==> src/rtl/smb_cfg_pkg.sv <==
// Shared types for the SMBus indexed register slave.
// Assumes: byte-wide bus transfers.
package smb_cfg_pkg;
    localparam int unsigned BYTE_W = 8;

    // Sequencer states of the byte engine
    typedef enum logic [2:0] {
        S_IDLE,   // waiting for START
        S_ADDR,   // receiving address byte
        S_OFFS,   // receiving register offset
        S_CNT,    // receiving byte count
        S_WDAT,   // receiving write data
        S_ACK,    // slave ACK bit in progress
        S_TX,     // slave shifting a byte out
        S_TXACK   // master ACK/NACK bit in progress
    } smb_state_e;
endpackage

==> src/rtl/smb_line_sync.sv <==
// Synchronises SCL and SDA into the system clock domain and detects
// SCL edges and START/STOP conditions.
// Assumes: system clock is many times faster than SCL; both lines idle high.
module smb_line_sync #(
    parameter int unsigned SYNC_STAGES = 2
) (
    input  logic clk,
    input  logic rst_n,
    input  logic scl_i,
    input  logic sda_i,
    output logic sda_o,
    output logic scl_rise_o,
    output logic scl_fall_o,
    output logic start_o,
    output logic stop_o
);
    localparam int unsigned DEPTH = SYNC_STAGES + 1;

    logic [DEPTH-1:0] scl_ff;
    logic [DEPTH-1:0] sda_ff;
    logic scl_s, scl_q, sda_s, sda_q;

    // Synchroniser chains plus one history stage for edge detection
    always_ff @(posedge clk) begin
        if (!rst_n) begin
            scl_ff <= '1;
            sda_ff <= '1;
        end else begin
            scl_ff <= {scl_ff[DEPTH-2:0], scl_i};
            sda_ff <= {sda_ff[DEPTH-2:0], sda_i};
        end
    end

    assign scl_s = scl_ff[SYNC_STAGES-1];
    assign scl_q = scl_ff[SYNC_STAGES];
    assign sda_s = sda_ff[SYNC_STAGES-1];
    assign sda_q = sda_ff[SYNC_STAGES];

    assign sda_o      = sda_s;
    assign scl_rise_o = scl_s & ~scl_q;
    assign scl_fall_o = ~scl_s & scl_q;
    assign start_o    = scl_s & scl_q & sda_q & ~sda_s;
    assign stop_o     = scl_s & scl_q & ~sda_q & sda_s;
endmodule

==> src/rtl/smb_cfg_regs.sv <==
// Configuration register file: NBYTES bytes, one identifier byte that is
// fully read-only, one status byte whose low bits mirror the straps, and a
// separate read-count register.
// Assumes: STRAP_W <= 8; at most one write per cycle.
module smb_cfg_regs #(
    parameter int unsigned NBYTES    = 32,
    parameter int unsigned ID_IDX    = 7,
    parameter logic [7:0]  ID_VAL    = 8'h05,
    parameter int unsigned STRAP_IDX = 6,
    parameter int unsigned STRAP_W   = 3,
    parameter logic [7:0]  CNT_RST   = 8'h08,
    localparam int unsigned IDX_W    = $clog2(NBYTES)
) (
    input  logic                 clk,
    input  logic                 rst_n,
    input  logic                 wr_en_i,
    input  logic [IDX_W-1:0]     wr_idx_i,
    input  logic [7:0]           wr_data_i,
    input  logic [IDX_W-1:0]     rd_idx_i,
    output logic [7:0]           rd_data_o,
    input  logic [STRAP_W-1:0]   strap_i,
    input  logic                 cnt_wr_i,
    input  logic [7:0]           cnt_data_i,
    output logic [7:0]           cnt_o,
    output logic [NBYTES*8-1:0]  cfg_o
);
    localparam logic [7:0] STRAP_MASK = 8'((1 << STRAP_W) - 1);

    logic [7:0] view_w [NBYTES];
    logic [7:0] strap_byte;

    assign strap_byte = 8'(strap_i);

    for (genvar gi = 0; gi < NBYTES; gi++) begin : g_byte
        localparam logic [7:0] RO_MASK = (gi == ID_IDX)    ? 8'hFF :
                                         (gi == STRAP_IDX) ? STRAP_MASK : 8'h00;
        localparam bit IS_ID = (gi == ID_IDX);
        logic [7:0] store_q;
        logic [7:0] fixed_w;

        assign fixed_w = IS_ID ? ID_VAL : strap_byte;

        // Byte storage; read-only bits are never loaded
        always_ff @(posedge clk) begin
            if (!rst_n) begin
                store_q <= 8'h00;
            end else if (wr_en_i && wr_idx_i == IDX_W'(gi)) begin
                store_q <= wr_data_i & ~RO_MASK;
            end
        end

        assign view_w[gi]           = (store_q & ~RO_MASK) | (fixed_w & RO_MASK);
        assign cfg_o[gi*8 +: 8]     = view_w[gi];
    end

    assign rd_data_o = view_w[rd_idx_i];

    // Read-back count register
    always_ff @(posedge clk) begin
        if (!rst_n) begin
            cnt_o <= CNT_RST;
        end else if (cnt_wr_i) begin
            cnt_o <= cnt_data_i;
        end
    end
endmodule

==> src/rtl/smb_cfg_fsm.sv <==
// Byte-level sequencer: shifts address, offset, count and data bytes in on
// SCL rising edges, drives ACK and read data after SCL falling edges, keeps
// the auto-incrementing offset pointer, and aborts on START or STOP.
// Assumes: inputs come from smb_line_sync; no clock stretching.
module smb_cfg_fsm
    import smb_cfg_pkg::*;
#(
    parameter int unsigned NBYTES = 32,
    parameter logic [6:0]  DEV_ADDR = 7'h69,
    localparam int unsigned IDX_W = $clog2(NBYTES)
) (
    input  logic              clk,
    input  logic              rst_n,
    input  logic              sda_i,
    input  logic              scl_rise_i,
    input  logic              scl_fall_i,
    input  logic              start_i,
    input  logic              stop_i,
    output logic              sda_oe_o,
    output logic              wr_en_o,
    output logic [IDX_W-1:0]  wr_idx_o,
    output logic [7:0]        wr_data_o,
    output logic [IDX_W-1:0]  rd_idx_o,
    input  logic [7:0]        rd_data_i,
    output logic              cnt_wr_o,
    output logic [7:0]        cnt_data_o,
    input  logic [7:0]        cnt_i
);
    smb_state_e       state_q, nxt_q;
    logic [3:0]       bit_cnt_q;
    logic [7:0]       rx_sh_q, tx_sh_q, wr_left_q;
    logic [IDX_W-1:0] ptr_q;
    logic             first_tx_q, acked_q;
    logic [7:0]       tx_next;

    // Next byte to transmit: the count first, then register data
    always_comb tx_next = first_tx_q ? cnt_i : rd_data_i;

    assign rd_idx_o = ptr_q;

    // Main sequencer
    always_ff @(posedge clk) begin
        if (!rst_n) begin
            state_q    <= S_IDLE;
            nxt_q      <= S_IDLE;
            bit_cnt_q  <= 4'd0;
            rx_sh_q    <= 8'h00;
            tx_sh_q    <= 8'h00;
            wr_left_q  <= 8'h00;
            ptr_q      <= '0;
            first_tx_q <= 1'b0;
            acked_q    <= 1'b0;
            sda_oe_o   <= 1'b0;
            wr_en_o    <= 1'b0;
            wr_idx_o   <= '0;
            wr_data_o  <= 8'h00;
            cnt_wr_o   <= 1'b0;
            cnt_data_o <= 8'h00;
        end else begin
            wr_en_o  <= 1'b0;
            cnt_wr_o <= 1'b0;
            if (stop_i) begin
                state_q  <= S_IDLE;
                sda_oe_o <= 1'b0;
            end else if (start_i) begin
                state_q   <= S_ADDR;
                bit_cnt_q <= 4'd0;
                sda_oe_o  <= 1'b0;
            end else begin
                case (state_q)
                    S_ADDR, S_OFFS, S_CNT, S_WDAT: begin
                        if (scl_rise_i) begin
                            rx_sh_q   <= {rx_sh_q[6:0], sda_i};
                            bit_cnt_q <= bit_cnt_q + 4'd1;
                        end else if (scl_fall_i && bit_cnt_q == 4'd8) begin
                            bit_cnt_q <= 4'd0;
                            state_q   <= S_ACK;
                            case (state_q)
                                S_ADDR: begin
                                    if (rx_sh_q[7:1] == DEV_ADDR) begin
                                        sda_oe_o   <= 1'b1;
                                        nxt_q      <= rx_sh_q[0] ? S_TX : S_OFFS;
                                        first_tx_q <= 1'b1;
                                    end else begin
                                        state_q <= S_IDLE;
                                    end
                                end
                                S_OFFS: begin
                                    sda_oe_o <= 1'b1;
                                    ptr_q    <= rx_sh_q[IDX_W-1:0];
                                    nxt_q    <= S_CNT;
                                end
                                S_CNT: begin
                                    if (rx_sh_q != 8'h00) begin
                                        sda_oe_o   <= 1'b1;
                                        wr_left_q  <= rx_sh_q;
                                        cnt_wr_o   <= 1'b1;
                                        cnt_data_o <= rx_sh_q;
                                        nxt_q      <= S_WDAT;
                                    end else begin
                                        state_q <= S_IDLE;
                                    end
                                end
                                default: begin
                                    if (wr_left_q != 8'h00) begin
                                        sda_oe_o  <= 1'b1;
                                        wr_en_o   <= 1'b1;
                                        wr_idx_o  <= ptr_q;
                                        wr_data_o <= rx_sh_q;
                                        ptr_q     <= ptr_q + IDX_W'(1);
                                        wr_left_q <= wr_left_q - 8'd1;
                                        nxt_q     <= S_WDAT;
                                    end else begin
                                        state_q <= S_IDLE;
                                    end
                                end
                            endcase
                        end
                    end
                    S_ACK: begin
                        if (scl_fall_i) begin
                            if (nxt_q == S_TX) begin
                                tx_sh_q    <= tx_next;
                                sda_oe_o   <= ~tx_next[7];
                                first_tx_q <= 1'b0;
                                if (!first_tx_q) ptr_q <= ptr_q + IDX_W'(1);
                            end else begin
                                sda_oe_o <= 1'b0;
                            end
                            bit_cnt_q <= 4'd0;
                            state_q   <= nxt_q;
                        end
                    end
                    S_TX: begin
                        if (scl_fall_i) begin
                            if (bit_cnt_q == 4'd7) begin
                                sda_oe_o <= 1'b0;
                                state_q  <= S_TXACK;
                            end else begin
                                tx_sh_q   <= {tx_sh_q[6:0], 1'b0};
                                sda_oe_o  <= ~tx_sh_q[6];
                                bit_cnt_q <= bit_cnt_q + 4'd1;
                            end
                        end
                    end
                    S_TXACK: begin
                        if (scl_rise_i) begin
                            acked_q <= ~sda_i;
                        end else if (scl_fall_i) begin
                            if (acked_q) begin
                                tx_sh_q   <= tx_next;
                                sda_oe_o  <= ~tx_next[7];
                                ptr_q     <= ptr_q + IDX_W'(1);
                                bit_cnt_q <= 4'd0;
                                state_q   <= S_TX;
                            end else begin
                                state_q <= S_IDLE;
                            end
                        end
                    end
                    S_IDLE: ;
                    default: state_q <= S_IDLE;
                endcase
            end
        end
    end

    // the line is never held while the engine is idle
    p_idle_release_r10: assert property (@(posedge clk) disable iff (!rst_n)
        state_q == S_IDLE |-> !sda_oe_o);

    // a STOP releases the bus and idles the engine
    p_stop_release_r10: assert property (@(posedge clk) disable iff (!rst_n)
        stop_i |=> (state_q == S_IDLE && !sda_oe_o));

    // a foreign address is not acknowledged
    p_foreign_nack_r2: assert property (@(posedge clk) disable iff (!rst_n)
        (state_q == S_ADDR && scl_fall_i && bit_cnt_q == 4'd8 &&
         rx_sh_q[7:1] != DEV_ADDR) |=> (!sda_oe_o && state_q == S_IDLE));

    // a zero count is refused and no count is recorded
    p_zero_cnt_nack_r6: assert property (@(posedge clk) disable iff (!rst_n)
        (state_q == S_CNT && scl_fall_i && bit_cnt_q == 4'd8 && rx_sh_q == 8'h00)
        |=> (!sda_oe_o && !cnt_wr_o && state_q == S_IDLE));

    // data past the count is refused and not written
    p_over_nack_r7: assert property (@(posedge clk) disable iff (!rst_n)
        (state_q == S_WDAT && scl_fall_i && bit_cnt_q == 4'd8 && wr_left_q == 8'h00)
        |=> (!sda_oe_o && !wr_en_o));
endmodule

==> src/rtl/smb_cfg_slave.sv <==
// Top level of the SMBus indexed register slave: line synchroniser,
// byte sequencer and register file.
// Assumes: clk oversamples SCL by at least 8x; rst_n is synchronous.
module smb_cfg_slave #(
    parameter int unsigned NBYTES    = 32,
    parameter logic [6:0]  DEV_ADDR  = 7'h69,
    parameter int unsigned ID_IDX    = 7,
    parameter logic [7:0]  ID_VAL    = 8'h05,
    parameter int unsigned STRAP_IDX = 6,
    parameter int unsigned STRAP_W   = 3,
    parameter logic [7:0]  CNT_RST   = 8'h08
) (
    input  logic                 clk,
    input  logic                 rst_n,
    input  logic                 scl_i,
    input  logic                 sda_i,
    output logic                 sda_oe_o,
    input  logic [STRAP_W-1:0]   strap_i,
    output logic [NBYTES*8-1:0]  cfg_o
);
    localparam int unsigned IDX_W = $clog2(NBYTES);

    logic             sda_s, scl_rise, scl_fall, start_det, stop_det;
    logic             wr_en, cnt_wr;
    logic [IDX_W-1:0] wr_idx, rd_idx;
    logic [7:0]       wr_data, rd_data, cnt_data, cnt_q;

    smb_line_sync #(.SYNC_STAGES(2)) u_sync (
        .clk        (clk),
        .rst_n      (rst_n),
        .scl_i      (scl_i),
        .sda_i      (sda_i),
        .sda_o      (sda_s),
        .scl_rise_o (scl_rise),
        .scl_fall_o (scl_fall),
        .start_o    (start_det),
        .stop_o     (stop_det)
    );

    smb_cfg_fsm #(.NBYTES(NBYTES), .DEV_ADDR(DEV_ADDR)) u_fsm (
        .clk        (clk),
        .rst_n      (rst_n),
        .sda_i      (sda_s),
        .scl_rise_i (scl_rise),
        .scl_fall_i (scl_fall),
        .start_i    (start_det),
        .stop_i     (stop_det),
        .sda_oe_o   (sda_oe_o),
        .wr_en_o    (wr_en),
        .wr_idx_o   (wr_idx),
        .wr_data_o  (wr_data),
        .rd_idx_o   (rd_idx),
        .rd_data_i  (rd_data),
        .cnt_wr_o   (cnt_wr),
        .cnt_data_o (cnt_data),
        .cnt_i      (cnt_q)
    );

    smb_cfg_regs #(
        .NBYTES(NBYTES), .ID_IDX(ID_IDX), .ID_VAL(ID_VAL),
        .STRAP_IDX(STRAP_IDX), .STRAP_W(STRAP_W), .CNT_RST(CNT_RST)
    ) u_regs (
        .clk        (clk),
        .rst_n      (rst_n),
        .wr_en_i    (wr_en),
        .wr_idx_i   (wr_idx),
        .wr_data_i  (wr_data),
        .rd_idx_i   (rd_idx),
        .rd_data_o  (rd_data),
        .strap_i    (strap_i),
        .cnt_wr_i   (cnt_wr),
        .cnt_data_i (cnt_data),
        .cnt_o      (cnt_q),
        .cfg_o      (cfg_o)
    );
endmodule

==> config.mk <==
export PLATFORM = sky130hd
export DESIGN_NAME = smb_cfg_slave
export DESIGN_NICKNAME = d
export VERILOG_FILES = /design/src/rtl/smb_cfg_pkg.sv /design/src/rtl/smb_line_sync.sv /design/src/rtl/smb_cfg_regs.sv /design/src/rtl/smb_cfg_fsm.sv /design/src/rtl/smb_cfg_slave.sv
export SDC_FILE = /design/constraint.sdc
export NUM_CORES = 1
export LEC_CHECK = 0
export ABC_CLOCK_PERIOD_IN_PS = 2600
export BUFFER_PORTS_ARGS = -buffer_cell sky130_fd_sc_hd__buf_2
export CORE_UTILIZATION = 56
export CTS_CLUSTER_SIZE = 8
export DETAILED_ROUTE_END_ITERATION = 8
export PLACE_DENSITY = 0.89
export REMOVE_ABC_BUFFERS = 1
export SLEW_MARGIN = 40
export SYNTH_ARGS = -nofsm -noshare
export SYNTH_HDL_FRONTEND = slang
export SYNTH_SLANG_ARGS = --single-unit
==> constraint.sdc <==
create_clock -name clk -period 2.6 [get_ports clk]
set_input_delay 0.52 -clock clk [delete_from_list [all_inputs] [get_ports clk]]
set_output_delay 0.52 -clock clk [all_outputs]
set_load 0.01 [all_outputs]
# == After elaboration in Yosys (flattened, before gate mapping) ==
# Cells that the tools add are included.
# word_totals
reg_bits,323
latchBits,0
ramBits,0
romBits,0
input_bits,7
output_inout_bits,257
mem_count,0
# classes
n_addsub,3
n_mul,0
n_div,0
order_cmp,1
eq_ne,71
shift,0
n_mux,77
bitwise_logic,24
n_reduce_logical,63
# ops
op,n
$eq A5 B5 Y1 const B,16
$mux W7,7
$mux W3,15
$mux W5,9
$bmux W8 S5,1
$eq A5 B4 Y1 const B,8
$mux W8,5
$mux W4,9
$logic_and A1 B1 Y1,32
$reduce_and A8 Y1,4
$ne A3 B2 Y1 const B,8
$ne A2 B1 Y1 const B,11
$pmux W7 S3,1
$mux W1,20
$pmux W3 S3,2
$reduce_and A9 Y1,2
$pmux W4 S4,1
$pmux W8 S2,1
$reduce_bool A8 Y1,2
$eq A3 B3 Y1 const B,5
$eq A5 B3 Y1 const B,3
$not A1 Y1,15
$pmux W5 S3,1
$reduce_and A7 Y1,2
38 further kinds,59

# == Logic depth before layout (Yosys ltp) ==
# logic_depth
depth_word,10
depth_mapped,10

# == Cells and area by module ==
# From an unflattened synthesis, not the netlist that was laid out.
# hier_totals
cells_unflattened,1814
area_unflattened_um2,16031.6
# modules_own_cells
mod,n_inst,cells_each,area_each_um2,seq_area_each_um2
smb_cfg_regs,1,1373,12213.0,5064.9
smb_cfg_fsm,1,425,3628.5,1281.2
smb_line_sync,1,16,190.2,120.1

# == Least setup slack after synthesis ==
# OpenSTA, ideal clock, no wires.
# synth_timing
kind,register to register
start,register u_fsm.wr_left_q[2]
end,register u_fsm.state_q[2]
setup_time_ps,130
arrival_ps,2094
path_slack_ps,376
path_stages_with_launch,8
path_buffers,1
path_cell_list,dfxtp_1 -> or4_1 -> buf_2 -> or4b_4 -> a21oi_2 -> nor3b_2 -> nor4_1 -> nor3_1
# synth_via
elab_chain_cells,6
# synth_rtl
element,line,text
from (decl),smb_cfg_fsm.sv:31,"logic [7:0] rx_sh_q, tx_sh_q, wr_left_q;"
from (signal assigned),smb_cfg_fsm.sv:96,wr_left_q <= rx_sh_q;
from (signal assigned),smb_cfg_fsm.sv:111,wr_left_q <= wr_left_q - 8'd1;
$reduce_bool A8 Y1,smb_cfg_fsm.sv:105,if (wr_left_q != 8'h00) begin
$mux W3,smb_cfg_fsm.sv:105,
$pmux W3 S3,smb_cfg_fsm.sv:78,case (state_q)
$mux W3,smb_cfg_fsm.sv:75,end else if (scl_fall_i && bit_cnt_q == 4'd8) begin
$mux W3,smb_cfg_fsm.sv:72,if (scl_rise_i) begin
$pmux W3 S4,smb_cfg_fsm.sv:70,case (state_q)
to (signal assigned),smb_cfg_fsm.sv:131,state_q <= nxt_q;
to (decl),smb_cfg_fsm.sv:29,"smb_state_e state_q, nxt_q;"
# Every way passes these cells. The select of a mux whose other input is x is not followed.
# A chain may end at the register's enable or synchronous reset.

# == Worst setup path after layout ==
# layout_timing
start,register u_fsm.ptr_q[1] (netlist: u_fsm.rd_idx_o[1])
end,register u_fsm.sda_oe_o
# layout_via
elab_chain_cells,10
# layout_rtl
element,line,text
from (decl),smb_cfg_fsm.sv:32,logic [IDX_W-1:0] ptr_q;
from (signal assigned),smb_cfg_fsm.sv:90,ptr_q <= rx_sh_q[IDX_W-1:0];
from (signal assigned),smb_cfg_fsm.sv:110,ptr_q <= ptr_q + IDX_W'(1);
from (signal assigned),smb_cfg_fsm.sv:126,if (!first_tx_q) ptr_q <= ptr_q + IDX_W'(1);
$not A5 Y6 (not written as such) *,smb_cfg_regs.sv:56,assign rd_data_o = view_w[rd_idx_i];
$bmux W8 S5 *,smb_cfg_regs.sv:56,
$mux W8 (not written as such) * (2 in a row),smb_cfg_regs.sv:56,
$mux W8 *,smb_cfg_fsm.sv:37,always_comb tx_next = first_tx_q ? cnt_i : rd_data_i;
$not A1 Y1 *,"smb_cfg_fsm.sv:124, smb_cfg_fsm.sv:152",
$mux W1,smb_cfg_fsm.sv:150,if (acked_q) begin
$mux W1,smb_cfg_fsm.sv:149,end else if (scl_fall_i) begin
$mux W1,smb_cfg_fsm.sv:147,if (scl_rise_i) begin
$pmux W1 S4 *,smb_cfg_fsm.sv:70,
to (signal assigned),smb_cfg_fsm.sv:124,sda_oe_o <= ~tx_next[7];
to (signal assigned),smb_cfg_fsm.sv:141,sda_oe_o <= ~tx_sh_q[6];
to (signal assigned),smb_cfg_fsm.sv:152,sda_oe_o <= ~tx_next[7];
to (decl),smb_cfg_fsm.sv:19,"output logic sda_oe_o,"
# Mark *: on every way between the ends. The rest lies on a longest branch, timed or not. The select of a mux whose other input is x is not followed.

==> reports/metrics.yaml <==
status: "finished with violations"
violations: "DRC"
io_pins: 264
reg2reg_slack_ps: 110
min_to: "u_sync.scl_ff[0]"
clock-sinks: 323
dieArea_um2: 27800
grt_pass1_wl_um: 81000
drt_first_pass_iters: 8
synth_top_flop_cell: "dfxtp_1"
rsz0062_at_grt: "no"
syn_area_per_cell_um2: 9.44
netlist_instances: 1608
wl_per_cell_um: 24.1
min_from: "scl_i"
grt_usage_pct: 37.1
whs_path_depth: 2
vdd_drop_max_uv: 596
critPathArrivalTime_ps: 2870
max-slew-margin-rel_pct: 41.7
min_path_type: "in -> reg"
ctsResizeCount: 0
cp-end-kind: "flip-flop"
row_count: 59
fmax_mhz: 402
drtIter0Drc: 1822
synth_cell_types: 72
initial_core_util_pct: 57.6
yosysSeqAreaShare_pct: 42.6
areaGrowthSynthToFinish_pct: 20.7
dpl_cell_area_um2: 17000
fin_crit_ps: 2490
yosysWarnings: 0
seqCellArea_um2: 6470
setup_viol: 0
h-tree-depth: 2
root_buffer: "clkbuf_16"
period_share_pct: 95.7
multi_input_area_um2: 8040
async_flop_share_pct: 0
finalClockSkew_ps: 50.1
overflow: 0
drc: 14
cp_cell_sequence: "buf_16, nor2b_1, a2bb2oi_1, a311o_1, or4_1, a211oi_1, nor3_1"
worstSetupStartpointType: "flip-flop"
tritoncts: "done"
cts_hold_buffers: 0
fin_area_um2: 18300
worst-path-stages: 7
core_area_um2: 26400
crit_buf_inv: 1
syn-cell-area_um2: 15200
numCtsBuffers: 46
crit_family: "simple AND/OR/NAND/NOR gates"
fin_nets: 1873
cts_max_path_buffers: 3
critPathRequiredTime_ps: 2980
vias: 14600
slew_viol_final: 0
wirelength_um: 53000
clk_pin_slew_worst_paths_ps: 50
fillCellCount: 1744
place.port_buffers: 255
gp_congestion: 0.984
setup_tns_ps: 0
startpoint: "u_fsm.rd_idx_o[1]"
clk_latency_ps: 570
hpwl_um: 34500
rr_worst_depth: 7
p_leak_nw: 7.40
antenna_found_initial: 0
hold_violations: 0
reg2reg_to: "u_fsm.sda_oe_o"
critPathKind: "reg -> reg"
path_max_fanout: 16
crit_slowest_cell: "or4_1"
ant_nets: 0
vias_per_cell: 6.62
power_density_nw_per_um2: 577
worstReg2RegStart: "u_fsm.rd_idx_o[1]"
grt_max_degree: 67
die_w_um: 167
drive_above_1_share_pct: 25.9
dp_slack_ps: 118
cts_setup_buffers: 0
worst_slack_ps: 113
slowest_delay_ps: 550
ys_seq_elements: 323
synth_edf_count: 0
worstMarginPinSlew_ps: 873
die_h_um: 167
grt_pass1_vias: 14200
cap_violations: 0
how the worst max path moves through the flow:
stage                                    to  slack (ps)
after floorplan              u_fsm.sda_oe_o       -1570
after global placement    u_fsm.rd_idx_o[0]         230
after detailed placement     u_fsm.sda_oe_o         120
after CTS                    u_fsm.sda_oe_o         100
after global routing      u_fsm.rd_idx_o[0]          30
final                        u_fsm.sda_oe_o         110
routing by layer:
metal  up-vias  routed length [um]  track usage [%]
li1       6137                   -                -
met1      6888               19100             46.0
met2      1232               24000             57.7
met3       313                6250             8.37
met4         0                3710             25.1
met5         -                   0                0
worst register-to-register path: cells and delay by family, from the launching register on:
| family | cells | cell delay, ps |
|---|---|---|
| AOI/OAI and AO/OA | 3 | 780 |
| buffers and inverters | 1 | 220 |
| DFF | 1 | 470 |
| and+or+nand+nor | 3 | 860 |
cells in the mapped netlist (6+ instances only):
cell type  number  area share [%]
dfxtp_1       323              43
mux2i_1       217              14
nor2_1        173             4.3
nand2_1       153             3.8
clkbuf_1      103             2.5
nor2b_1        89             3.7
nand3_1        73             2.4
a21oi_1        59             1.9
o21ai_0        54             1.8
a21boi_0       53             2.6
mux4_2         51             7.6
buf_2          25            0.82
nand2b_1       19            0.78
buf_4          15            0.74
inv_1          15            0.37
nor3_1         15            0.49
o211ai_1       13            0.64
a211oi_1       10            0.49
a22oi_1         8            0.40
mux2_2          8            0.59
nor4_1          6            0.25
o221ai_1        6            0.35
o31ai_1         6            0.30
or4_1           6            0.30
flip-flops by register name (all words and copies together) (netlist names):
| signal | flops |
|---|---|
| u_regs.cnt_o | 8 |
| u_fsm.wr_idx_o | 5 |
| u_fsm.cnt_wr_o | 1 |
| u_fsm.wr_data_o | 8 |
| u_fsm.tx_sh_q | 7 |
| u_fsm.wr_en_o | 1 |
| u_fsm.wr_left_q | 8 |
| u_sync.scl_ff | 3 |
| u_fsm.first_tx_q | 1 |
| u_fsm.nxt_q | 3 |
| u_fsm.sda_oe_o | 1 |
| u_fsm.acked_q | 1 |
| u_regs.g_byte.store_q | 245 |
| u_fsm.state_q | 3 |
| u_sync.sda_ff | 3 |
| u_fsm.rx_sh_q | 8 |
| u_fsm.rd_idx_o | 5 |
| u_fsm.bit_cnt_q | 4 |
| u_fsm.cnt_data_o | 8 |
where the power goes:
group	total, mW	leakage [nW]	internal, mW	switching [mW]
registers	4.97	2.60	4.96	0.00511
logic	0.180	4.19	0.0608	0.119
clock network	5.42	0.614	3.25	2.18
per-stage QoR:
stage / std cells / util, % / hold WS (ps) / power (mW)
floorplan: 1466 / - / 386 / 5.16
global placement: 2147 / 64.6 / 415 / 5.24
detailed placement: 2147 / 64.6 / 402 / 5.24
CTS: 2200 / 69.4 / 148 / 10.6
global route: 2201 / 69.5 / 168 / 10.8
finish: 2202 / 69.5 / 151 / 10.6
cell type report:
class	count	area share [%]
multi-input cells	1127	43.9
flip-flops and latches	323	35.3
repair buffers	347	11.2
clock buffers	49	6.35
well taps	335	2.29
clock inverters	4	0.581
inverters	16	0.342
diodes	1	0.0137
logic make-up (layout without fill, tap and decap cells):
| kind of cell | after synthesis | count (layout) | synth area share, % |
|---|---|---|---|
| AOI/OAI and AO/OA | 250 | 250 | 10.8 |
| xor gates and xnor gates | 2 | 2 | 0.115 |
| adders and majority gates | 6 | 6 | 0.478 |
| buffers and inverters | 164 | 416 | 4.63 |
| DFF | 323 | 323 | 42.6 |
| muxes | 276 | 276 | 22.5 |
| other | 2 | 9 | 0.0495 |
| and+or+nand+nor | 585 | 585 | 18.8 |
layout by cell type (no fill, tap or decap), drive strengths merged, types with 8 or more instances in the layout:
cell type and instances:
clkbuf 49, inv 16, a22oi 8, o211ai 13
a211oi 11, mux2i 217, nand3 73, nor4 9
a21boi 55, nor3 17, a21oi 60, o21ai 54
nand2 153, nor2b 89, nor2 175, mux4 51
dfxtp 323, buf 347, conb 8, nand2b 19
mux2 8
No activity file was read; power rests on OpenSTA's default activity.
